`src/rtl/pfc_pkg.sv`:
```
// Shared constants and the byte layout function for pause frames.
// Assumes a 16-bit quanta and a 48-bit station address.
package pfc_pkg;
    localparam logic [15:0] PAUSE_TYPE   = 16'h8808;
    localparam logic [15:0] PAUSE_OPCODE = 16'h0001;
    localparam logic [47:0] PAUSE_DA     = 48'h0180_C200_0001;

    // Returns the byte at position idx of a pause frame (FCS excluded).
    function automatic logic [7:0] pause_byte(input logic [7:0] idx,
                                              input logic [47:0] mac,
                                              input logic [15:0] q);
        logic [7:0] b;
        b = 8'h00;
        if (idx < 8'd6)
            b = 8'(PAUSE_DA >> (8 * (5 - int'(idx))));
        else if (idx < 8'd12)
            b = 8'(mac >> (8 * (11 - int'(idx))));
        else begin
            case (idx)
                8'd12:   b = PAUSE_TYPE[15:8];
                8'd13:   b = PAUSE_TYPE[7:0];
                8'd14:   b = PAUSE_OPCODE[15:8];
                8'd15:   b = PAUSE_OPCODE[7:0];
                8'd16:   b = q[15:8];
                8'd17:   b = q[7:0];
                default: b = 8'h00;
            endcase
        end
        return b;
    endfunction
endpackage

```
`src/rtl/pfc_rx_decode.sv`:
```
// Recognises pause requests in the parsed receive fields and registers a
// one-cycle load strobe with its quanta. Assumes the fields are valid
// only in the cycle rx_frm_valid is high.
module pfc_rx_decode #(
    parameter int QW = 16
) (
    input  logic          clk,
    input  logic          rst_n,
    input  logic          rx_frm_valid,
    input  logic [15:0]   rx_len_type,
    input  logic [15:0]   rx_opcode,
    input  logic [QW-1:0] rx_quanta,
    input  logic          cfg_ignore_pause,
    output logic          load_vld,
    output logic [QW-1:0] load_quanta
);
    import pfc_pkg::*;

    logic is_pause;
    assign is_pause = rx_frm_valid && (rx_len_type == PAUSE_TYPE) &&
                      (rx_opcode == PAUSE_OPCODE) && !cfg_ignore_pause;

    // Register the filtered load request and its quanta.
    always_ff @(posedge clk) begin
        if (!rst_n) begin
            load_vld    <= 1'b0;
            load_quanta <= '0;
        end else begin
            load_vld    <= is_pause;
            load_quanta <= rx_quanta;
        end
    end
endmodule

```
`src/rtl/pfc_pause_timer.sv`:
```
// Pause countdown: a quanta counter decremented once every QUANTUM_BITS
// bit ticks. A load replaces the whole state. Assumes QUANTUM_BITS is a
// power of two.
module pfc_pause_timer #(
    parameter int QW           = 16,
    parameter int QUANTUM_BITS = 512
) (
    input  logic          clk,
    input  logic          rst_n,
    input  logic          load_vld,
    input  logic [QW-1:0] load_quanta,
    input  logic          bit_tick,
    output logic          running
);
    localparam int SUB_W = $clog2(QUANTUM_BITS);
    localparam logic [SUB_W-1:0] SUB_LAST = SUB_W'(QUANTUM_BITS - 1);

    logic [QW-1:0]    quanta_left;
    logic [SUB_W-1:0] sub_cnt;

    // Load, or advance the two-level countdown on each tick.
    always_ff @(posedge clk) begin
        if (!rst_n) begin
            quanta_left <= '0;
            sub_cnt     <= '0;
        end else if (load_vld) begin
            quanta_left <= load_quanta;
            sub_cnt     <= '0;
        end else if (bit_tick && (quanta_left != '0)) begin
            if (sub_cnt == SUB_LAST) begin
                sub_cnt     <= '0;
                quanta_left <= quanta_left - 1'b1;
            end else begin
                sub_cnt <= sub_cnt + 1'b1;
            end
        end
    end

    assign running = (quanta_left != '0);
endmodule

```
`src/rtl/pfc_gen_ctrl.sv`:
```
// Pause-frame generator: collects hardware and software requests, waits
// for the assembler to be idle, then emits one frame as a byte stream.
// Assumes FRAME_BYTES <= 256 and that the consumer takes a byte per cycle.
module pfc_gen_ctrl #(
    parameter int QW          = 16,
    parameter int FRAME_BYTES = 60
) (
    input  logic          clk,
    input  logic          rst_n,
    input  logic          xoff_req,
    input  logic          cfg_xoff_hw_disable,
    input  logic          cfg_xoff_cmd,
    input  logic [QW-1:0] cfg_quanta,
    input  logic [47:0]   local_mac,
    input  logic          tx_frame_busy,
    output logic          gen_pending,
    output logic          gen_valid,
    output logic [7:0]    gen_data,
    output logic          gen_sop,
    output logic          gen_eop
);
    import pfc_pkg::*;

    localparam int IDX_W = $clog2(FRAME_BYTES);
    localparam logic [IDX_W-1:0] IDX_LAST = IDX_W'(FRAME_BYTES - 1);

    logic             xoff_q;
    logic             pending_q;
    logic             active_q;
    logic [IDX_W-1:0] idx_q;
    logic [QW-1:0]    quanta_q;
    logic             req;
    logic             start;

    assign req   = cfg_xoff_cmd || (xoff_req && !xoff_q && !cfg_xoff_hw_disable);
    assign start = pending_q && !active_q && !tx_frame_busy;

    // Track the request, the emission state and the latched quanta.
    always_ff @(posedge clk) begin
        if (!rst_n) begin
            xoff_q    <= 1'b0;
            pending_q <= 1'b0;
            active_q  <= 1'b0;
            idx_q     <= '0;
            quanta_q  <= '0;
        end else begin
            xoff_q    <= xoff_req;
            pending_q <= (pending_q && !start) || req;
            if (start) begin
                active_q <= 1'b1;
                idx_q    <= '0;
                quanta_q <= cfg_quanta;
            end else if (active_q) begin
                if (idx_q == IDX_LAST) active_q <= 1'b0;
                else                   idx_q    <= idx_q + 1'b1;
            end
        end
    end

    // Present the current byte and its frame markers.
    always_comb begin
        gen_valid = active_q;
        gen_sop   = active_q && (idx_q == '0);
        gen_eop   = active_q && (idx_q == IDX_LAST);
        gen_data  = active_q ? pause_byte(8'(idx_q), local_mac, 16'(quanta_q)) : 8'h00;
    end

    assign gen_pending = pending_q;
endmodule

```
`src/rtl/pause_flow_ctrl.sv`:
```
// Top of the pause flow control unit: receive decode, pause timer and
// pause-frame generator, plus the transmit hold output. Assumes the
// assembler samples tx_hold only before starting a new frame.
module pause_flow_ctrl #(
    parameter int QW           = 16,
    parameter int QUANTUM_BITS = 512,
    parameter int FRAME_BYTES  = 60
) (
    input  logic          clk,
    input  logic          rst_n,
    input  logic          bit_tick,
    input  logic          rx_frm_valid,
    input  logic [15:0]   rx_len_type,
    input  logic [15:0]   rx_opcode,
    input  logic [QW-1:0] rx_quanta,
    input  logic          cfg_ignore_pause,
    input  logic [QW-1:0] cfg_quanta,
    input  logic          cfg_xoff_cmd,
    input  logic          cfg_xoff_hw_disable,
    input  logic          xoff_req,
    input  logic [47:0]   local_mac,
    input  logic          tx_frame_busy,
    output logic          pause_running,
    output logic          tx_hold,
    output logic          gen_valid,
    output logic [7:0]    gen_data,
    output logic          gen_sop,
    output logic          gen_eop
);
    logic          load_vld;
    logic [QW-1:0] load_quanta;
    logic          gen_pending;

    pfc_rx_decode #(.QW(QW)) u_dec (
        .clk              (clk),
        .rst_n            (rst_n),
        .rx_frm_valid     (rx_frm_valid),
        .rx_len_type      (rx_len_type),
        .rx_opcode        (rx_opcode),
        .rx_quanta        (rx_quanta),
        .cfg_ignore_pause (cfg_ignore_pause),
        .load_vld         (load_vld),
        .load_quanta      (load_quanta)
    );

    pfc_pause_timer #(.QW(QW), .QUANTUM_BITS(QUANTUM_BITS)) u_tmr (
        .clk         (clk),
        .rst_n       (rst_n),
        .load_vld    (load_vld),
        .load_quanta (load_quanta),
        .bit_tick    (bit_tick),
        .running     (pause_running)
    );

    pfc_gen_ctrl #(.QW(QW), .FRAME_BYTES(FRAME_BYTES)) u_gen (
        .clk                 (clk),
        .rst_n               (rst_n),
        .xoff_req            (xoff_req),
        .cfg_xoff_hw_disable (cfg_xoff_hw_disable),
        .cfg_xoff_cmd        (cfg_xoff_cmd),
        .cfg_quanta          (cfg_quanta),
        .local_mac           (local_mac),
        .tx_frame_busy       (tx_frame_busy),
        .gen_pending         (gen_pending),
        .gen_valid           (gen_valid),
        .gen_data            (gen_data),
        .gen_sop             (gen_sop),
        .gen_eop             (gen_eop)
    );

    // Hold off new user frames while paused or while a pause frame is owed.
    assign tx_hold = pause_running || gen_pending || gen_valid;
endmodule

```
`config.mk`:
```
export PLATFORM = sky130hd
export DESIGN_NAME = pause_flow_ctrl
export DESIGN_NICKNAME = d
export VERILOG_FILES = /design/src/rtl/pfc_pkg.sv /design/src/rtl/pfc_rx_decode.sv /design/src/rtl/pfc_pause_timer.sv /design/src/rtl/pfc_gen_ctrl.sv /design/src/rtl/pause_flow_ctrl.sv
export SDC_FILE = /design/constraint.sdc
export NUM_CORES = 1
export LEC_CHECK = 0
export BUFFER_PORTS_ARGS = -buffer_cell sky130_fd_sc_hd__clkbuf_2
export CAP_MARGIN = 25
export CORE_ASPECT_RATIO = 0.9
export CORE_MARGIN = 8
export CORE_UTILIZATION = 47
export CTS_BUF_LIST = sky130_fd_sc_hd__clkbuf_2
export DETAILED_ROUTE_END_ITERATION = 7
export PLACE_DENSITY = 0.84
export SLEW_MARGIN = 20
export SYNTH_ARGS = -nofsm -noshare
export SYNTH_HDL_FRONTEND = slang
export SYNTH_SLANG_ARGS = --single-unit
export TNS_END_PERCENT = 30
```
`constraint.sdc`:
```
create_clock -name clk -period 2.3 [get_ports clk]
set_clock_uncertainty 0.05 [all_clocks]
set_input_delay 0 -clock clk [delete_from_list [all_inputs] [get_ports clk]]
set_output_delay 0 -clock clk [all_outputs]
set_load 0.1 [all_outputs]
```
==> impl_metrics.ini <==
[status]
outcome = finished with violations
violations = setup timing

[sta]
slew_headroom_pct = 47.8
rsz0062_at_grt = true
worst_slew_pin_slew_ns = 0.776
slew_viol_final = 0
max_freq_mhz = 374
setup_viol = 24
finalHoldViolations = 0
period_needed_ns = 2.68
setup_tns_ns = -2.76
period_share_pct = 116
setup_ws_ns = -0.375

[yosys]
yosysWarningCount = 0
yosys-top-cells-count = dfxtp_1 (67), nand2_1 (50), o21ai_0 (26), clkbuf_1 (21)
synthCells = 432
netlist_area_sq_mm = 0.00377
synth-edff-count = 0
synth_cell_type_count = 55
synth_area_leaders = dfxtp_1 (36%), nand2_1 (5.0%), mux4_2 (4.8%), ha_1 (4.3%), o21ai_0 (3.5%)
yosysMostFrequentCell = dfxtp_1
synth.top_cell.area_share_pct = 35.6
synthFlopType = dfxtp_1
synthArstFlopShare_pct = 0
synth_area_leader_cell = dfxtp_1
ys_seq_area_share_pct = 35.6
ys_seq_elements = 67
avgSynthCellArea_sq_um = 8.73
syn_nets = 566

[critical_path]
cp_max_fo = 2
rr_endpoint = u_tmr.quanta_left[12]
timing.rr.start = u_tmr.quanta_left[6]
critPathCaptureType = output pin
worstRegToRegCells = 7
rrSetupSlack_ns = -0.19
required_ns = 2.25
path_class = register to output pin
critPathArrivalTime_ns = 2.63
critPathLaunchType = register

[grt]
grt_max_degree = 22
grt_pass1_vias = 4807
antenna_found_initial = 0
grtUsageTotal_pct = 24.8
overflow = 0
grt_pass1_wl_microns = 22900

[clock_tree]
path_clk_slew_ns = 0.19
numCtsBuffers = 9
cts_buffer_depth = 2
clkLatencyLatePin_ns = 0.56
cts_tree = built
root_buffer = clkbuf_2
clock-sinks = 67
htree_num_levels = 3

[finish]
regArea_sq_mm = 0.00137
finish.utilization_pct = 77.8
drive_above_1_share_pct = 44.7
multi_input_area_sq_mm = 0.00264
nNetsFinal = 793
syn2layout_area_growth_pct = 63.2
fillers = 499
n_antenna_cell = 0
finalNonFillerCells = 763

[routing]
wl_microns = 15100
drtAntennaViolNets = 0
drc = 0
vias_per_cell = 6.03
first_pass_iters = 5
post_drt_wl_per_cell_microns = 19.7
drtIter0Drc = 291
num_vias = 4603

[hold_path]
min_path_type = input pin to register
min_from = rx_quanta[4]
hold_end = u_dec.load_quanta[4]
worstHoldPathCells = 3

[power]
leakagePower_nw = 2.55
cellPowerDensity_mw_per_mm2 = 369
ir_drop_v = 0.000379

[run]
maxCapViolCount = 0

[die]
start_util_pct = 47.6
rows = 31
ios = 134
die_h_microns = 101
die_w_microns = 110
core_sq_mm = 0.00791
dieArea_sq_mm = 0.0111

[place]
routabilityCongestion = 0.857
hpwl_microns = 8880
dp.cells = 665
dp_slack_ns = -0.107
io_buffer_count = 133
## what timing repair did
item / CTS / global route
pin swaps: 10 / 18
endpoints found under the setup margin: 17 / 35
hold endpoints to repair: 44 / 1
gates resized for setup: 48 / 52
gates cloned: 0 / 1
hold buffers: 55 / 1
buffers inserted: 16 / 9
## per-layer routing
layer | global-route usage [%] | share of wire (%) | vias up
li1 | - | - | 2082
met1 | 26.2 | 36 | 2200
met2 | 44.5 | 51 | 248
met3 | 6.25 | 7.7 | 73
met4 | 13.8 | 4.8 | 0
met5 | 0 | 0 | -
## flip-flops by register name, summed over array words and instances, names as in the netlist
name	count
u_dec.load_quanta	16
u_gen.quanta_q	16
u_tmr.quanta_left	16
u_tmr.sub_cnt	9
u_gen.idx_q	6
u_dec.load_vld	1
u_gen.gen_pending	1
u_gen.gen_valid	1
u_gen.xoff_q	1
## kinds of logic (layout without fill, tap and decap cells)
| family | after synthesis | count (layout) | share of synthesized area [%] |
|---|---|---|---|
| multiplexers | 17 | 17 | 7.20 |
| adder cells (fa/ha/maj) | 13 | 13 | 4.31 |
| XOR/XNOR | 6 | 6 | 1.39 |
| flip-flops | 67 | 67 | 35.6 |
| AO/OA/AOI/OAI | 110 | 110 | 20.4 |
| buffers and inverters | 41 | 273 | 4.45 |
| AND/OR/NAND/NOR | 178 | 178 | 26.6 |
## layout make-up
class	count	share of cell area [%]
Multi-Input combinational cell	324	42.9
Timing Repair Buffer	244	30.3
Sequential cell	67	22.2
Tap cell	99	2.01
Inverter	13	1.06
Clock buffer	9	0.732
Clock inverter	7	0.732
## cells in the final DEF (no fill, tap or decap), drive strengths merged, types with 6 or more instances in the layout
cell,count
or4,14
nor3,17
ha,13
nor4b,6
and2,17
a21boi,17
o21ai,26
or3,11
clkbuf,131
a31oi,9
mux2i,8
nand2,50
a221oi,7
nand3,11
inv,12
a21oi,16
nor4,8
mux4,8
nor2,13
dfxtp,67
dlygate4sd3,56
buf,66
## per-stage QoR
step / hold slack [ns] / total power [mW] / instance area (sq um)
after floorplan: 0.0773 / 1.42 / 3920
after CTS: 0.0696 / 2.22 / 5880
after detailed placement: 0.160 / 1.58 / 4960
final: 0.145 / 2.27 / 6150
after global routing: 0.155 / 2.35 / 6150
after global placement: 0.156 / 1.57 / 4960
## how the worst max path moves through the flow
stage,start,endpoint,slack (ns),cells past startpoint
2_1_floorplan,u_tmr.quanta_left[10],tx_hold,-0.14,5
3_3_place_gp,u_tmr.sub_cnt[4],u_tmr.quanta_left[8],0.003,8
3_5_place_dp,u_tmr.sub_cnt[4],u_tmr.quanta_left[8],-0.11,8
4_1_cts,u_tmr.quanta_left[7],tx_hold,-0.32,6
5_1_grt,u_tmr.quanta_left[0],tx_hold,-0.45,8
6_report,u_tmr.quanta_left[6],tx_hold,-0.38,6
## worst max-delay path: stages, from the launching register on
cell,delay (ns)
dfxtp_2,0.37
or4_4,0.56
buf_8,0.15
nor4_4,0.29
bufinv_8,0.22
or3_4,0.34
buf_12,0.18
## power breakdown
| group | leakage, nW | internal (mW) | switching, mW |
|---|---|---|---|
| Sequential | 0.556 | 1.19 | 0.0256 |
| Clock | 0.0513 | 0.135 | 0.473 |
| Combinational | 1.94 | 0.236 | 0.210 |
| Total | 2.55 | 1.56 | 0.709 |
Note: power is estimated with default switching activity, not from simulation.
